## src/rtl/sarseq_pkg.sv

```systemverilog
package sarseq_pkg;

   typedef enum logic [1:0] {
      SPD_NORMAL  = 2'd0,
      SPD_IMPULSE = 2'd1,
      SPD_WARP    = 2'd2
   } speed_t;

   typedef enum logic [1:0] {
      ST_IDLE = 2'd0,
      ST_CONV = 2'd1,
      ST_ACQ  = 2'd2
   } seq_state_t;

   // nanoseconds to clock cycles, rounded up
   function automatic int unsigned ns_to_cycles(input int unsigned ns, input int unsigned mhz);
      return (ns * mhz + 999) / 1000;
   endfunction

endpackage

```

## src/rtl/sarseq_speed_decode.sv

```systemverilog
module sarseq_speed_decode
   import sarseq_pkg::*;
#(
   parameter int unsigned TW       = 8,
   parameter int unsigned WARP_CYC = 110,
   parameter int unsigned NORM_CYC = 130,
   parameter int unsigned IMP_CYC  = 150
) (
   input  logic [1:0]    speed_pins,
   output speed_t        speed,
   output logic [TW-1:0] conv_load
);

   always_comb begin
      unique case (speed_pins)
         2'b10: begin
            speed     = SPD_WARP;
            conv_load = TW'(WARP_CYC - 1);
         end
         2'b01: begin
            speed     = SPD_IMPULSE;
            conv_load = TW'(IMP_CYC - 1);
         end
         default: begin
            // 00 and 11 both give normal speed
            speed     = SPD_NORMAL;
            conv_load = TW'(NORM_CYC - 1);
         end
      endcase
   end

endmodule

```

## src/rtl/sarseq_timer.sv

```systemverilog
module sarseq_timer #(
   parameter int unsigned TW = 8
) (
   input  logic          clk,
   input  logic          reset,
   input  logic          load,
   input  logic [TW-1:0] load_val,
   output logic          expired
);

   logic [TW-1:0] cnt_q;

   always_ff @(posedge clk) begin
      if (reset)
         cnt_q <= '0;
      else if (load)
         cnt_q <= load_val;
      else if (cnt_q != '0)
         cnt_q <= cnt_q - TW'(1);
   end

   assign expired = (cnt_q == '0);

endmodule

```

## src/rtl/sarseq_gap_check.sv

```systemverilog
module sarseq_gap_check #(
   parameter int unsigned GAP_CYC = 1000,
   parameter int unsigned GW      = $clog2(GAP_CYC + 2)
) (
   input  logic clk,
   input  logic reset,
   input  logic start,
   input  logic start_warp,
   output logic err
);

   logic [GW-1:0] gap_q;
   logic          have_prev_q;

   always_ff @(posedge clk) begin
      if (reset) begin
         gap_q       <= '0;
         have_prev_q <= 1'b0;
         err         <= 1'b0;
      end else if (start) begin
         if (have_prev_q && start_warp && (gap_q > GW'(GAP_CYC)))
            err <= 1'b1;
         gap_q       <= GW'(1);
         have_prev_q <= 1'b1;
      end else if (gap_q <= GW'(GAP_CYC)) begin
         gap_q <= gap_q + GW'(1);   // saturates one past the limit
      end
   end

   assert_err_sticky_R8: assert property (@(posedge clk) disable iff (reset)
      err |=> err);

   assert_slow_no_err_R8: assert property (@(posedge clk) disable iff (reset)
      (start && !start_warp && !err) |=> !err);

endmodule

```

## src/rtl/sar_conv_sequencer.sv

```systemverilog
module sar_conv_sequencer
   import sarseq_pkg::*;
#(
   parameter int unsigned DATA_W      = 18,
   parameter int unsigned CLK_MHZ     = 100,
   parameter int unsigned WARP_NS     = 1100,
   parameter int unsigned NORMAL_NS   = 1300,
   parameter int unsigned IMPULSE_NS  = 1500,
   parameter int unsigned ACQ_NS      = 310,
   parameter int unsigned WARP_GAP_NS = 1_000_000,
   parameter int unsigned IGN_W       = 8,
   parameter bit          SYNC_START  = 1'b0
) (
   input  logic              clk,
   input  logic              reset,
   input  logic              cnv_start_n,
   input  logic [1:0]        speed_sel,
   input  logic              power_down,
   input  logic [DATA_W-1:0] sample_in,
   output logic              busy,
   output logic              data_ready,
   output logic [DATA_W-1:0] result,
   output logic [IGN_W-1:0]  ignored_count,
   output logic              spacing_err
);

   localparam int unsigned WARP_CYC = ns_to_cycles(WARP_NS, CLK_MHZ);
   localparam int unsigned NORM_CYC = ns_to_cycles(NORMAL_NS, CLK_MHZ);
   localparam int unsigned IMP_CYC  = ns_to_cycles(IMPULSE_NS, CLK_MHZ);
   localparam int unsigned ACQ_CYC  = ns_to_cycles(ACQ_NS, CLK_MHZ);
   localparam int unsigned GAP_CYC  = ns_to_cycles(WARP_GAP_NS, CLK_MHZ);
   localparam int unsigned MAX_A    = (WARP_CYC > NORM_CYC) ? WARP_CYC : NORM_CYC;
   localparam int unsigned MAX_B    = (IMP_CYC > ACQ_CYC) ? IMP_CYC : ACQ_CYC;
   localparam int unsigned MAX_CYC  = (MAX_A > MAX_B) ? MAX_A : MAX_B;
   localparam int unsigned TW       = $clog2(MAX_CYC + 1);
   localparam int unsigned GW       = $clog2(GAP_CYC + 2);

   // elaboration-time parameter checks
   if (DATA_W == 0 || IGN_W == 0) begin : g_bad_width
      $error("sar_conv_sequencer: DATA_W and IGN_W must be non-zero");
   end
   if (WARP_CYC < 1 || NORM_CYC < 1 || IMP_CYC < 1 || ACQ_CYC < 1) begin : g_bad_time
      $error("sar_conv_sequencer: every interval must span at least one cycle");
   end
   if (GAP_CYC <= WARP_CYC) begin : g_bad_gap
      $error("sar_conv_sequencer: spacing limit shorter than a conversion");
   end

   // start input conditioning: direct or two-flop synchronised
   logic start_lvl;
   if (SYNC_START) begin : g_sync
      logic [1:0] sync_q;
      always_ff @(posedge clk) begin
         if (reset) sync_q <= 2'b11;
         else       sync_q <= {sync_q[0], cnv_start_n};
      end
      assign start_lvl = sync_q[1];
   end else begin : g_direct
      assign start_lvl = cnv_start_n;
   end

   logic start_prev_q;
   always_ff @(posedge clk) begin
      if (reset) start_prev_q <= 1'b1;
      else       start_prev_q <= start_lvl;
   end

   logic start_fall;
   assign start_fall = start_prev_q & ~start_lvl;

   // speed decode
   speed_t        speed;
   logic [TW-1:0] conv_load;

   sarseq_speed_decode #(
      .TW       (TW),
      .WARP_CYC (WARP_CYC),
      .NORM_CYC (NORM_CYC),
      .IMP_CYC  (IMP_CYC)
   ) u_decode (
      .speed_pins (speed_sel),
      .speed      (speed),
      .conv_load  (conv_load)
   );

   // sequencing
   seq_state_t    state_q;
   logic          accept;
   logic          t_expired;
   logic          t_load;
   logic [TW-1:0] t_load_val;

   assign accept     = start_fall && (state_q == ST_IDLE) && !power_down;
   assign t_load     = accept || ((state_q == ST_CONV) && t_expired);
   assign t_load_val = accept ? conv_load : TW'(ACQ_CYC - 1);

   sarseq_timer #(.TW(TW)) u_timer (
      .clk      (clk),
      .reset    (reset),
      .load     (t_load),
      .load_val (t_load_val),
      .expired  (t_expired)
   );

   always_ff @(posedge clk) begin
      if (reset) begin
         state_q       <= ST_IDLE;
         busy          <= 1'b0;
         data_ready    <= 1'b0;
         result        <= '0;
         ignored_count <= '0;
      end else begin
         data_ready <= 1'b0;
         unique case (state_q)
            ST_IDLE: begin
               if (accept) begin
                  state_q <= ST_CONV;
                  busy    <= 1'b1;
               end
            end
            ST_CONV: begin
               if (t_expired) begin
                  result     <= sample_in;
                  busy       <= 1'b0;
                  data_ready <= 1'b1;
                  state_q    <= ST_ACQ;
               end
            end
            ST_ACQ: begin
               if (t_expired) state_q <= ST_IDLE;
            end
            default: state_q <= ST_IDLE;
         endcase
         if (start_fall && (state_q != ST_IDLE) && (ignored_count != '1))
            ignored_count <= ignored_count + IGN_W'(1);
      end
   end

   sarseq_gap_check #(
      .GAP_CYC (GAP_CYC),
      .GW      (GW)
   ) u_gap (
      .clk        (clk),
      .reset      (reset),
      .start      (accept),
      .start_warp (speed == SPD_WARP),
      .err        (spacing_err)
   );

   // assertions
   assert_busy_rise_R1: assert property (@(posedge clk) disable iff (reset)
      accept |=> busy);

   assert_pd_block_R6: assert property (@(posedge clk) disable iff (reset)
      (start_fall && (state_q == ST_IDLE) && power_down) |=> !busy);

   assert_ready_at_fall_R3: assert property (@(posedge clk) disable iff (reset)
      ($fell(busy) && !$past(reset)) |-> data_ready);

   assert_ready_single_R3: assert property (@(posedge clk) disable iff (reset)
      data_ready |=> !data_ready);

   assert_result_hold_R9: assert property (@(posedge clk) disable iff (reset)
      (!data_ready && !$past(reset)) |-> $stable(result));

   assert_ignore_count_R5: assert property (@(posedge clk) disable iff (reset)
      (start_fall && (state_q != ST_IDLE) && (ignored_count != '1))
      |=> (ignored_count == $past(ignored_count) + IGN_W'(1)));

   assert_reset_clear_R7: assert property (@(posedge clk)
      reset |=> (!busy && !data_ready && (result == '0) &&
                 (ignored_count == '0) && !spacing_err));

endmodule

```

## config.mk

```make
export PLATFORM = sky130hd
export DESIGN_NAME = sar_conv_sequencer
export DESIGN_NICKNAME = d
export VERILOG_FILES = /design/src/rtl/sarseq_pkg.sv /design/src/rtl/sarseq_speed_decode.sv /design/src/rtl/sarseq_timer.sv /design/src/rtl/sarseq_gap_check.sv /design/src/rtl/sar_conv_sequencer.sv
export SDC_FILE = /design/constraint.sdc
export NUM_CORES = 1
export LEC_CHECK = 0
export ABC_AREA = 1
export BUFFER_PORTS_ARGS = -buffer_cell sky130_fd_sc_hd__buf_4
export CAP_MARGIN = 20
export CORE_ASPECT_RATIO = 1.75
export CORE_MARGIN = 2
export CORE_UTILIZATION = 45
export CTS_BUF_LIST = sky130_fd_sc_hd__clkbuf_16
export DETAILED_ROUTE_END_ITERATION = 10
export PLACE_DENSITY = 0.63
export SETUP_SLACK_MARGIN = 0.15
export SLEW_MARGIN = 20
export SYNTH_ARGS = -nofsm -noshare
export SYNTH_HDL_FRONTEND = slang
export SYNTH_SLANG_ARGS = --single-unit
```

## constraint.sdc

```tcl
create_clock -name clk -period 1.86 [get_ports clk]
set_input_delay 0.186 -clock clk [delete_from_list [all_inputs] [get_ports clk]]
set_output_delay 0.186 -clock clk [all_outputs]
set_load 0.05 [all_outputs]
```

Word-level counts from Yosys, hierarchy flattened
Cells that the tools add are included.
Widths: inputs -> output; s select.
{"block": "totals", "reg_bits": 58, "inputBits": 24, "output_inout_bits": 29}
{"block": "op_classes", "n_addsub": 3, "order_cmp": 2, "n_eq_ne": 9, "n_mux": 15, "bitwise_logic": 3, "reduce_logical": 22}
{"operator": "$mux 8", "count": 3}
{"operator": "$add 17x1->17 const B", "count": 1}
{"operator": "$gt 17x17->1 const B", "count": 1}
{"operator": "$le 17x17->1 const B", "count": 1}
{"operator": "$pmux 8 s2", "count": 1}
{"operator": "$add 8x1->8 const B", "count": 1}
{"operator": "$logic_not 8->1", "count": 1}
{"operator": "$ne 8x8->1 const B", "count": 1}
{"operator": "$reduce_bool 2->1", "count": 4}
{"operator": "$reduce_bool 8->1", "count": 1}
{"operator": "$sub 8x1->8 const B", "count": 1}
{"operator": "$logic_and 1x1->1", "count": 7}
{"operator": "$eq 2x2->1 const B", "count": 3}
{"operator": "$mux 2", "count": 3}
{"operator": "$ne 2x2->1 const B", "count": 3}
{"operator": "$pmux 2 s3", "count": 1}
{"operator": "$reduce_and 3->1", "count": 2}
{"operator": "$mux 1", "count": 5}
{"operator": "$eq 2x1->1 const B", "count": 2}
{"operator": "$pmux 2 s2", "count": 1}
{"operator": "$reduce_and 2->1", "count": 2}
{"operator": "$reduce_or 2->1", "count": 2}
{"operator": "$logic_not 2->1", "count": 1}
{"operator": "$not 1->1", "count": 2}
{"operator": "other kinds (4)", "count": 4}

Logic depth before layout (Yosys ltp)
Gate-level depths: netlist of run 1.
{"block": "depth", "word_depth": 6, "ltp_mapped": 11, "mapped_depth_nobuf": 11}

Cells and area by module
A second synthesis of run 1 with hierarchy kept.
{"block": "hier_totals", "cells_unflattened": 456, "area_unflattened_um2": 3111.7}
{"module": "sar_conv_sequencer", "instances": 1, "cells_each": 195, "area_per_inst_um2": 1396.3, "seq_area_each_um2": 620.6}
{"module": "sarseq_gap_check", "instances": 1, "cells_each": 176, "area_per_inst_um2": 1137.3, "seq_area_each_um2": 380.4}
{"module": "sarseq_timer", "instances": 1, "cells_each": 70, "area_per_inst_um2": 473.0, "seq_area_each_um2": 160.2}
{"module": "sarseq_speed_decode", "instances": 1, "cells_each": 15, "area_per_inst_um2": 105.1, "seq_area_each_um2": 0.0}

Worst setup path after synthesis of run 1
No wires, ideal clock.
{"block": "synth_timing", "path_type": "reg-to-reg", "startpoint": "register ignored_count[0]", "endpoint": "register ignored_count[5]", "setup_time_ps": 128, "arrival_ps": 1604, "t_required_ps": 1732, "setup_slack_ps": 129, "stages_incl_launch_ff": 10, "path_buffers": 1, "path_cell_list": "dfxtp_1 > ha_1 > nand3_1 > nor2_1 > a21oi_1 > buf_4 > nand2_1 > nand2_1 > nand2_1 > nor2_1"}
{"block": "synth_between", "elab_chain_len": 2, "elab_cells_between_ends": 3}
{"element": "from (decl)", "line": "sar_conv_sequencer.sv:23", "source": "output logic [IGN_W-1:0] ignored_count,"}
{"element": "from (signal assigned)", "line": "sar_conv_sequencer.sv:135", "source": "ignored_count <= ignored_count + IGN_W'(1);"}
{"element": "branches (longest 2 deep; another with $add 8x1->8)"}
Parallel ways; which one is timed is not known.
A chain may end at the register's enable or synchronous reset.

Final worst setup path of run 1
{"block": "layout_timing", "startpoint": "register u_gap.gap_q[1]", "endpoint": "register u_gap.gap_q[8]"}
{"block": "layout_between", "elab_chain_len": 1, "elab_cells_between_ends": 2}
{"element": "from (decl)", "line": "sarseq_gap_check.sv:12", "source": "logic [GW-1:0] gap_q;"}
{"element": "from (signal assigned)", "line": "sarseq_gap_check.sv:26", "source": "gap_q <= gap_q + GW'(1);"}
{"element": "$add 17x1->17 / $le 17x17->1 (equally long branches)", "line": "sarseq_gap_check.sv:26, sarseq_gap_check.sv:25"}
Parallel ways exist; a longest one is shown, timed or not.

==> impl_metrics.json, run 1 <==
{
  "p_int_uw": 2790,
  "yosys_warnings": 0,
  "synth_area_um2": 3080,
  "synth_nets": 473,
  "overflow": 0,
  "worstHoldPathType": "in2reg",
  "slew_headroom_pct": 71.1,
  "ys_types": 29,
  "route.final.wire_length_um": 7680,
  "path_cells": "ha_1 -> nand2_1 -> nor2_1 -> nand2_1 -> xor2_1 -> nand2_1 -> a21oi_1",
  "synth_seq_area_share_pct": 37.6,
  "path_common_cell": "nand2_1",
  "remaining_drc_errors": 0,
  "total_power_uw": 4060,
  "drv_slew": 0,
  "ioPinCount": 53,
  "cts.sinks": 58,
  "fmax_mhz": 644,
  "p_per_area_nw_per_um2": 1050,
  "final_util_pct": 58.8,
  "cts_tree": "yes",
  "antenna_found_initial": 0,
  "r2r_cells": 7,
  "synth.top_cell.area_share_pct": 37.6,
  "crit_type": "reg2reg",
  "min_period_ns": 1.55,
  "place.gp.congestion": 0.843,
  "min_period_over_period_pct": 83.5,
  "r2r_setup_slack_ns": 0.31,
  "pwr-share-comb_pct": 26.0,
  "pwr-share-clk_pct": 38.8,
  "grt_start_max_net_pins": 38,
  "dp_hpwl_um": 5540,
  "required_ns": 2.05,
  "numCtsBuffers": 9,
  "crit_start": "u_gap.gap_q[1]",
  "synth_top_cell_by_area": "dfxtp_1",
  "synthTopCellsByArea": "dfxtp_1, nand2_1, nand3_1",
  "crit_path_max_incr_delay_ns": 0.40,
  "slowest_stage": "dfxtp_1",
  "wl_per_cell_um": 13.1,
  "power_switching_uw": 1270,
  "drive_gt1_share_pct": 24.2,
  "htreeDepth": 3,
  "synth_cells": 442,
  "regToRegStartpoint": "u_gap.gap_q[1]",
  "setup_viol": 0,
  "grt_setup_unrepaired": "no",
  "outcome": "complete, no violations",
  "clkLatencyLatePin_ns": 0.33,
  "num_rows": 39,
  "maxCapViolations": 0,
  "netSwitchingFraction_pct": 31.3,
  "skew_ns": 0.00724,
  "crit_end": "u_gap.gap_q[8]",
  "antenna_left": 0,
  "dieArea_um2": 7560,
  "critPathLaunchType": "flip-flop",
  "fin_nets": 531,
  "vias": 2962,
  "drt-initial-drc-count": 121,
  "crit_path_end_kind": "flip-flop",
  "root_buffer": "clkbuf_16",
  "crit_arrival_ns": 1.75,
  "die_h_um": 114,
  "coreArea_um2": 6590,
  "area_growth_pct": 25.6,
  "tns_ns": 0,
  "seqPwrFrac_pct": 35.2,
  "start_util_pct": 46.8,
  "leakagePower_uw": 0.00163,
  "hold_viol": 0,
  "grt.total_usage_pct": 21.7,
  "dr.pass1.iters": 4,
  "syn_avg_cell_area_um2": 6.98,
  "grt_pass1_wl_um": 12600,
  "io_buffers": 52,
  "ys_ff_latch": 58,
  "die_w_um": 66.6,
  "peakVddDrop_v": 0.000763,
  "grt_pass1_vias": 2860,
  "clockBufferDepth": 2,
  "r2r-end": "u_gap.gap_q[8]",
  "crit_path_max_fanout": 5,
  "num_antenna_cells": 0,
  "clkTransAtPathRegs_ns": 0.05,
  "tightest_slew_ns": 0.432,
  "viasPerCell": 5.05
}
==> routing by layer <==
layer | part of all wire, % | vias up | GRT usage [%]
met5 | 0 | - | 0
met4 | 2.3 | 0 | 9.93
met3 | 3.5 | 14 | 6.80
met2 | 55 | 57 | 39.3
met1 | 39 | 1353 | 22.1
li1 | - | 1538 | -
==> worst max-delay path: cells and delay by family (launching register included) <==
kind	cells	cell delay (ns)
AOI/OAI and AO/OA	1	0.06
adders and majority gates	1	0.28
DFF	1	0.40
and+or+nand+nor	4	0.54
xor gates and xnor gates	1	0.15
==> metrics by stage <==
stage               setup slack, ns  instance area (µm²)  instances  hold WS, ns
floorplan                     0.333                 3090        442        0.293
global placement             0.0655                 3520        567        0.388
detailed placement           0.0554                 3520        567        0.389
CTS                           0.170                 3810        583       0.0489
global route                  0.177                 3870        587       0.0636
finish                        0.306                 3870        587       0.0626
==> repair_timing <==
action | CTS | global route
pin swaps | 0 | 1
hold buffers | 0 | 0
setup endpoints to repair | 7 | 36
endpoints found under the hold margin | 0 | 0
resized for setup | 1 | 4
buffers inserted | 0 | 4
==> worst min path at each step <==
stage | from | to | slack (ns) | depth (start not counted)
floorplan | cnv_start_n | start_prev_q | 0.29 | 1
global placement | cnv_start_n | start_prev_q | 0.39 | 2
detailed placement | cnv_start_n | start_prev_q | 0.39 | 2
CTS | cnv_start_n | start_prev_q | 0.05 | 2
global route | cnv_start_n | start_prev_q | 0.06 | 2
finish | cnv_start_n | start_prev_q | 0.06 | 2
==> sequential cells by signal (all words and copies together), names as in the netlist <==
name and count:
u_gap.err 1, data_ready 1, start_prev_q 1, state_q 2, u_gap.have_prev_q 1, u_gap.gap_q 17
busy 1, u_timer.cnt_q 8, result 18, ignored_count 8
==> cell families after synthesis <==
kind of cell,after synthesis,share of synthesized area [%]
flops,58,37.6
fa+ha+maj,7,2.84
compound gates,57,10.5
xor+xnor,11,3.12
simple gates,244,36.0
buf+inv,65,9.86
==> power groups by stage <==
| stage | Clock, µW | Sequential (µW) | Combinational [µW] |
|---|---|---|---|
| floorplan | 0 | 1530 | 658 |
| global placement | 0 | 1450 | 954 |
| detailed placement | 0 | 1450 | 958 |
| CTS | 1610 | 1430 | 963 |
| global route | 1670 | 1440 | 1170 |
| finish | 1580 | 1430 | 1060 |
==> area by class of cell <==
cell class	instances	area (µm²)
well taps	82	103
flip-flops and latches	58	1160
inverters	47	176
clock inverters	7	61.3
fillers	622	2720
repair buffers	65	500
clock buffers	9	225
multi-input cells	319	1640
==> Yosys cell counts, drive strengths merged <==
cell type / number
a21oi: 49
buf: 14
clkbuf: 4
clkinv: 1
dfxtp: 58
ha: 7
inv: 46
nand2: 117
nand3: 56
nand3b: 2
nand4: 10
nor2: 52
nor3: 5
o21ai: 7
o31ai: 1
or2: 2
xnor2: 3
xor2: 8
==> cell usage in the layout, fill, tap and decap left out, drive strengths merged <==
master and n:
inv 47, clkinv 4, nor3 5, ha 7, bufinv 1, nand4 10, or2 2, xnor2 3
nand3 56, dfxtp 58, xor2 8, o21ai 7, nand2 117, clkinvlp 2, nor2 52, a21oi 49
o31ai 1, clkbuf 9, buf 65, nand3b 2
No activity file was read; power rests on OpenSTA's default activity.
==> run 2, diff against run 1 <==
--- a/config.mk
+++ b/config.mk
@@ -13,7 +13,7 @@
 export CORE_UTILIZATION = 45
 export CTS_BUF_LIST = sky130_fd_sc_hd__clkbuf_16
 export DETAILED_ROUTE_END_ITERATION = 10
-export PLACE_DENSITY = 0.63
+export PLACE_DENSITY = 0.66
 export SETUP_SLACK_MARGIN = 0.15
 export SLEW_MARGIN = 20
 export SYNTH_ARGS = -nofsm -noshare
==> constraint.sdc (replaced) <==
create_clock -name clk -period 1.35 [get_ports clk]
set_input_delay 0.135 -clock clk [delete_from_list [all_inputs] [get_ports clk]]
set_output_delay 0.135 -clock clk [all_outputs]
set_load 0.05 [all_outputs]
==> run 2 against run 1 <==
Net effect: the run now ends with negative setup slack left; non-clock buffer count is 51 higher; global-route usage grew 3.7 points; clock skew about the same; routed wire length up 36%.
==> impl_metrics.json, run 2 (synthesized netlist as in run 1, its figures left out) <==
{
  "outcome": "complete, but fails checks",
  "violations": "negative setup slack",
  "area_growth_pct": 63.0,
  "slowest_stage": "dfxtp_2",
  "crit_type": "reg2reg",
  "place.gp.congestion": 0.876,
  "drive_gt1_share_pct": 51.8,
  "maxCapViolations": 0,
  "slew_headroom_pct": 78.8,
  "drv_slew": 0,
  "num_rows": 39,
  "path_common_cell": "inv_2",
  "tightest_slew_ns": 0.318,
  "leakagePower_uw": 0.00202,
  "largestRegisters": "result x18, u_gap.gap_q x17",
  "min_period_over_period_pct": 110,
  "dr.pass1.iters": 4,
  "fin_nets": 584,
  "grt_start_max_net_pins": 28,
  "viasPerCell": 5.36,
  "htreeDepth": 3,
  "fillers": 460,
  "grt.total_usage_pct": 25.5,
  "die_h_um": 114,
  "cts_tree": "yes",
  "clkTransAtPathRegs_ns": 0.05,
  "crit_path_max_incr_delay_ns": 0.32,
  "critPathLaunchType": "flip-flop",
  "r2r-end": "u_gap.gap_q[0]",
  "route.final.wire_length_um": 10500,
  "top_register": "result",
  "antenna_found_initial": 0,
  "grt_setup_unrepaired": "yes",
  "io_buffers": 52,
  "r2r_cells": 11,
  "final_util_pct": 76.3,
  "num_antenna_cells": 0,
  "numCtsBuffers": 9,
  "tns_ns": -2.27,
  "hold_start": "cnv_start_n",
  "dp.cells": 607,
  "p_per_area_nw_per_um2": 1360,
  "path_buf_inv": 3,
  "hold_viol": 0,
  "crit_path_max_fanout": 6,
  "hold_slack_ns": 0.0615,
  "r2r_setup_slack_ns": -0.13,
  "clockBufferDepth": 2,
  "path_cells": "inv_2 -> ha_4 -> inv_2 -> nor2_2 -> nand2_2 -> nor2_4 -> nand2_8 -> buf_8 -> nand3_2 -> nand2_1 -> a21oi_1",
  "peakVddDrop_v": 0.00130,
  "die_w_um": 66.6,
  "grt_pass1_vias": 3339,
  "remaining_drc_errors": 0,
  "wl_per_cell_um": 16.4,
  "setup_viol": 29,
  "required_ns": 1.60,
  "final_common_cell": "buf_4",
  "coreArea_um2": 6590,
  "dieArea_um2": 7560,
  "cts.sinks": 58,
  "fmax_mhz": 675,
  "start_util_pct": 46.8,
  "whs_path_depth": 2,
  "skew_ns": 0.00681,
  "clkLatencyLatePin_ns": 0.33,
  "grt_pass1_wl_um": 14600,
  "stdcell_count": 640,
  "overflow": 0,
  "vias": 3432,
  "fin_ws_ns": -0.131,
  "drt-initial-drc-count": 135,
  "antenna_left": 0,
  "root_buffer": "clkbuf_16",
  "min_period_ns": 1.48,
  "cts_hold_buf": 0,
  "largest_reg_flops": 18,
  "crit_arrival_ns": 1.73,
  "cp_top_family": "simple AND/OR/NAND/NOR gates",
  "ioPinCount": 53,
  "dp_hpwl_um": 6320,
  "hold_end": "start_prev_q",
  "total_power_uw": 6860,
  "mostFrequentLayoutCells": "buf_4, nand2_1, nand3_1",
  "regToRegStartpoint": "u_gap.gap_q[1]",
  "crit_path_end_kind": "flip-flop",
  "worstHoldPathType": "in2reg"
}
==> run 2: how the worst max path moves through the flow <==
stage	from	to	slack, ns	depth (start not counted)
2_1_floorplan	ignored_count[0]	ignored_count[5]	0.01	9
3_3_place_gp	u_gap.gap_q[0]	u_gap.gap_q[1]	-0.1	11
3_5_place_dp	u_gap.gap_q[0]	u_gap.gap_q[1]	-0.14	11
4_1_cts	u_gap.gap_q[0]	u_gap.gap_q[0]	-0.05	11
5_1_grt	u_gap.gap_q[1]	u_gap.gap_q[0]	-0.17	11
6_report	u_gap.gap_q[1]	u_gap.gap_q[0]	-0.13	11
==> run 2: final cells by class <==
class                      count  area [µm²]  area share [%]
multi-input combinational    321        2180            43.4
timing repair buffer         116        1030            20.6
clock buffer                  10         250            4.98
clock inverter                 6        77.6            1.54
tap                           82         103            2.04
sequential                    58        1200            23.8
inverter                      47         186            3.71
==> run 2: metal layers <==
metal | track usage, % | wire length (µm) | vias to the layer above
met3 | 4.34 | 389 | 32
met4 | 18.0 | 466 | 0
met1 | 22.3 | 3490 | 1628
met5 | 0 | 0 | -
met2 | 49.1 | 6140 | 115
li1 | - | - | 1657
==> run 2: per-stage QoR <==
stage | area [µm²] | worst slack [ns]
global placement | 3960 | -0.0992
floorplan | 3220 | 0.0128
CTS | 4640 | -0.0495
global route | 5030 | -0.174
detailed placement | 3960 | -0.144
finish | 5030 | -0.131
==> run 2: report_power, final <==
group | total, µW | switching, µW | internal, µW
sequential | 2010 | 142 | 1870
combinational | 2360 | 1320 | 1050
clock | 2480 | 777 | 1710
==> run 2: timing repair <==
item	CTS	global route
pin swaps	18	27
gates resized for setup	80	72
endpoints found under the setup margin	55	57
cloned	2	3
setup buffers	7	5
==> run 3, diff against run 2 <==
--- a/config.mk
+++ b/config.mk
@@ -13,9 +13,11 @@
 export CORE_UTILIZATION = 45
 export CTS_BUF_LIST = sky130_fd_sc_hd__clkbuf_16
 export DETAILED_ROUTE_END_ITERATION = 10
+export MAX_ROUTING_LAYER = met4
 export PLACE_DENSITY = 0.66
 export SETUP_SLACK_MARGIN = 0.15
 export SLEW_MARGIN = 20
 export SYNTH_ARGS = -nofsm -noshare
 export SYNTH_HDL_FRONTEND = slang
 export SYNTH_SLANG_ARGS = --single-unit
+export TNS_END_PERCENT = 1
==> run 3 against run 2 <==
Net effect: final cell count is 1.6% lower; non-clock buffer count is 7 lower; routed wire length is 16% lower; the run still ends with negative setup slack left; global-route usage hardly changed; highest routed layer unchanged; sequential share of layout area is 2.4 points higher; cell area is 10% lower; first-iteration DRC count is 5.9% higher; power is 7.9% lower; sequential power hardly changed; largest power group unchanged; largest cell class unchanged; critical endpoint is now result[1]; hold slack better by 0.017 ns; worst setup slack better by 0.069 ns.
==> impl_metrics.json, run 3 (synthesized netlist as in run 1, its figures left out) <==
{
  "outcome": "complete, but fails checks",
  "violations": "negative setup slack",
  "mostFrequentLayoutCells": "buf_4, nand2_1, nand3_1",
  "dieArea_um2": 7560,
  "fmax_mhz": 708,
  "grt_start_max_net_pins": 23,
  "worstHoldPathType": "in2reg",
  "cp_top_family": "simple AND/OR/NAND/NOR gates",
  "largestRegisters": "result x18, u_gap.gap_q x17",
  "numCtsBuffers": 9,
  "stdcell_count": 630,
  "drv_slew": 0,
  "r2r-end": "result[1]",
  "remaining_drc_errors": 0,
  "die_w_um": 66.6,
  "path_buf_inv": 3,
  "hold_start": "sample_in[0]",
  "path_cells": "inv_2 -> ha_1 -> nand2_2 -> nor2_4 -> buf_12 -> nand2_8 -> clkbuf_16 -> nand2_1 -> a21oi_1",
  "cts_tree": "yes",
  "netSwitchingFraction_pct": 31.0,
  "drt-initial-drc-count": 143,
  "pwr-share-comb_pct": 29.1,
  "clkLatencyLatePin_ns": 0.33,
  "htreeDepth": 3,
  "wl_per_cell_um": 14.1,
  "place.gp.congestion": 0.937,
  "total_power_uw": 6320,
  "ioPinCount": 53,
  "dp_hpwl_um": 6000,
  "grt_pass1_vias": 3165,
  "die_h_um": 114,
  "num_rows": 39,
  "skew_ns": 0.00419,
  "hold_slack_ns": 0.0787,
  "p_int_uw": 4360,
  "regArea_um2": 1180,
  "dp.cells": 603,
  "setup_viol": 37,
  "regToRegStartpoint": "u_timer.cnt_q[0]",
  "dr.pass1.iters": 4,
  "multi_input_area_um2": 1790,
  "hold_viol": 0,
  "coreArea_um2": 6590,
  "grt.total_usage_pct": 25.4,
  "tightest_slew_ns": 0.302,
  "crit_arrival_ns": 1.63,
  "clkTransAtPathRegs_ns": 0.05,
  "clockBufferDepth": 2,
  "vias": 3242,
  "slowest_stage": "dfxtp_2",
  "crit_path_max_fanout": 6,
  "crit_type": "reg2reg",
  "root_buffer": "clkbuf_16",
  "final_common_cell": "buf_4",
  "pwr-share-clk_pct": 39.7,
  "r2r_setup_slack_ns": -0.06,
  "seqPwrFrac_pct": 31.3,
  "leakagePower_uw": 0.00192,
  "maxCapViolations": 0,
  "io_buffers": 52,
  "route.final.wire_length_um": 8850,
  "tns_ns": -1.25,
  "required_ns": 1.57,
  "start_util_pct": 46.8,
  "top_register": "result",
  "crit_cells": 9,
  "viasPerCell": 5.15,
  "drive_gt1_share_pct": 37.8,
  "r2r_cells": 9,
  "whs_path_depth": 3,
  "overflow": 0,
  "min_period_over_period_pct": 105,
  "largest_reg_flops": 18,
  "cts.sinks": 58,
  "peakVddDrop_v": 0.000949,
  "min_period_ns": 1.41,
  "critPathLaunchType": "flip-flop",
  "p_per_area_nw_per_um2": 1400,
  "crit_path_end_kind": "flip-flop",
  "grt_setup_unrepaired": "yes",
  "power_switching_uw": 1960,
  "area_growth_pct": 46.4,
  "fillers": 544,
  "antenna_left": 0,
  "fin_nets": 575,
  "crit_path_max_incr_delay_ns": 0.33,
  "hold_end": "result[0]",
  "antenna_found_initial": 0,
  "slew_headroom_pct": 79.7,
  "grt_pass1_wl_um": 14300,
  "num_antenna_cells": 0,
  "fin_ws_ns": -0.0625
}
run 3: changes by cell type in the layout (fill, tap and decap cells not counted), sizes merged:
cell | before | now
inv | 48 | 46
buf | 114 | 106
clkinv | 3 | 4
nand2 | 119 | 117
dlygate4sd3 | 0 | 1
run 3: power groups by stage:
stage          combinational [µW]  sequential, µW  clock, µW
6_report                     1840            1980       2510
2_1_floorplan                 910            2110          0
4_1_cts                      1630            1970       2540
3_3_place_gp                 1490            1980          0
5_1_grt                      2000            1990       2610
3_5_place_dp                 1510            1990          0
run 3: final cells by class:
class / count / share of cell area [%]
clock buffers: 10 / 5.54
clock inverters: 5 / 1.69
inverters: 47 / 3.96
multi-input cells: 319 / 39.5
flip-flops and latches: 58 / 26.2
well taps: 82 / 2.27
repair buffers: 109 / 20.8
run 3: metrics by stage:
step	cell area, µm²	util (%)	setup WS, ns
floorplan	3130	-	0.0121
global placement	3850	58.5	-0.0743
detailed placement	3850	58.5	-0.123
CTS	4360	66.2	-0.0522
global route	4520	68.5	-0.158
finish	4520	68.5	-0.0625
run 3: repair_timing:
item                                    in CTS  in global routing
endpoints found under the setup margin      55                 56
setup buffers                                6                  2
resized for setup                           33                 18
hold buffers                                 1                  0
pin swaps                                   14                  4
gates cloned                                 0                  3
hold endpoints to repair                     1                  0
run 3: metal layers:
layer | vias to the layer above | GRT usage [%] | wire length, µm
met2 | 73 | 44.5 | 4830
met3 | 31 | 6.80 | 301
met5 | - | - | 0
li1 | 1631 | - | -
met1 | 1507 | 25.0 | 3320
met4 | 0 | 13.2 | 401
run 3: worst reg2reg max path, cell delays in order, from the launching register on:
cell and delay, ns:
dfxtp_2 0.33, inv_2 0.05, ha_1 0.15, nand2_2 0.07, nor2_4 0.18, buf_12 0.15, nand2_8 0.08, clkbuf_16 0.17
nand2_1 0.06, a21oi_1 0.06
run 3: how the worst max path moves through the flow:
stage	from	endpoint	slack [ns]
2_1_floorplan	ignored_count[0]	ignored_count[5]	0.01
3_3_place_gp	u_gap.gap_q[0]	u_gap.gap_q[1]	-0.07
3_5_place_dp	u_gap.gap_q[1]	u_gap.gap_q[1]	-0.12
4_1_cts	u_gap.gap_q[0]	u_gap.gap_q[1]	-0.05
5_1_grt	u_timer.cnt_q[0]	u_timer.cnt_q[1]	-0.16
6_report	u_timer.cnt_q[0]	result[1]	-0.06
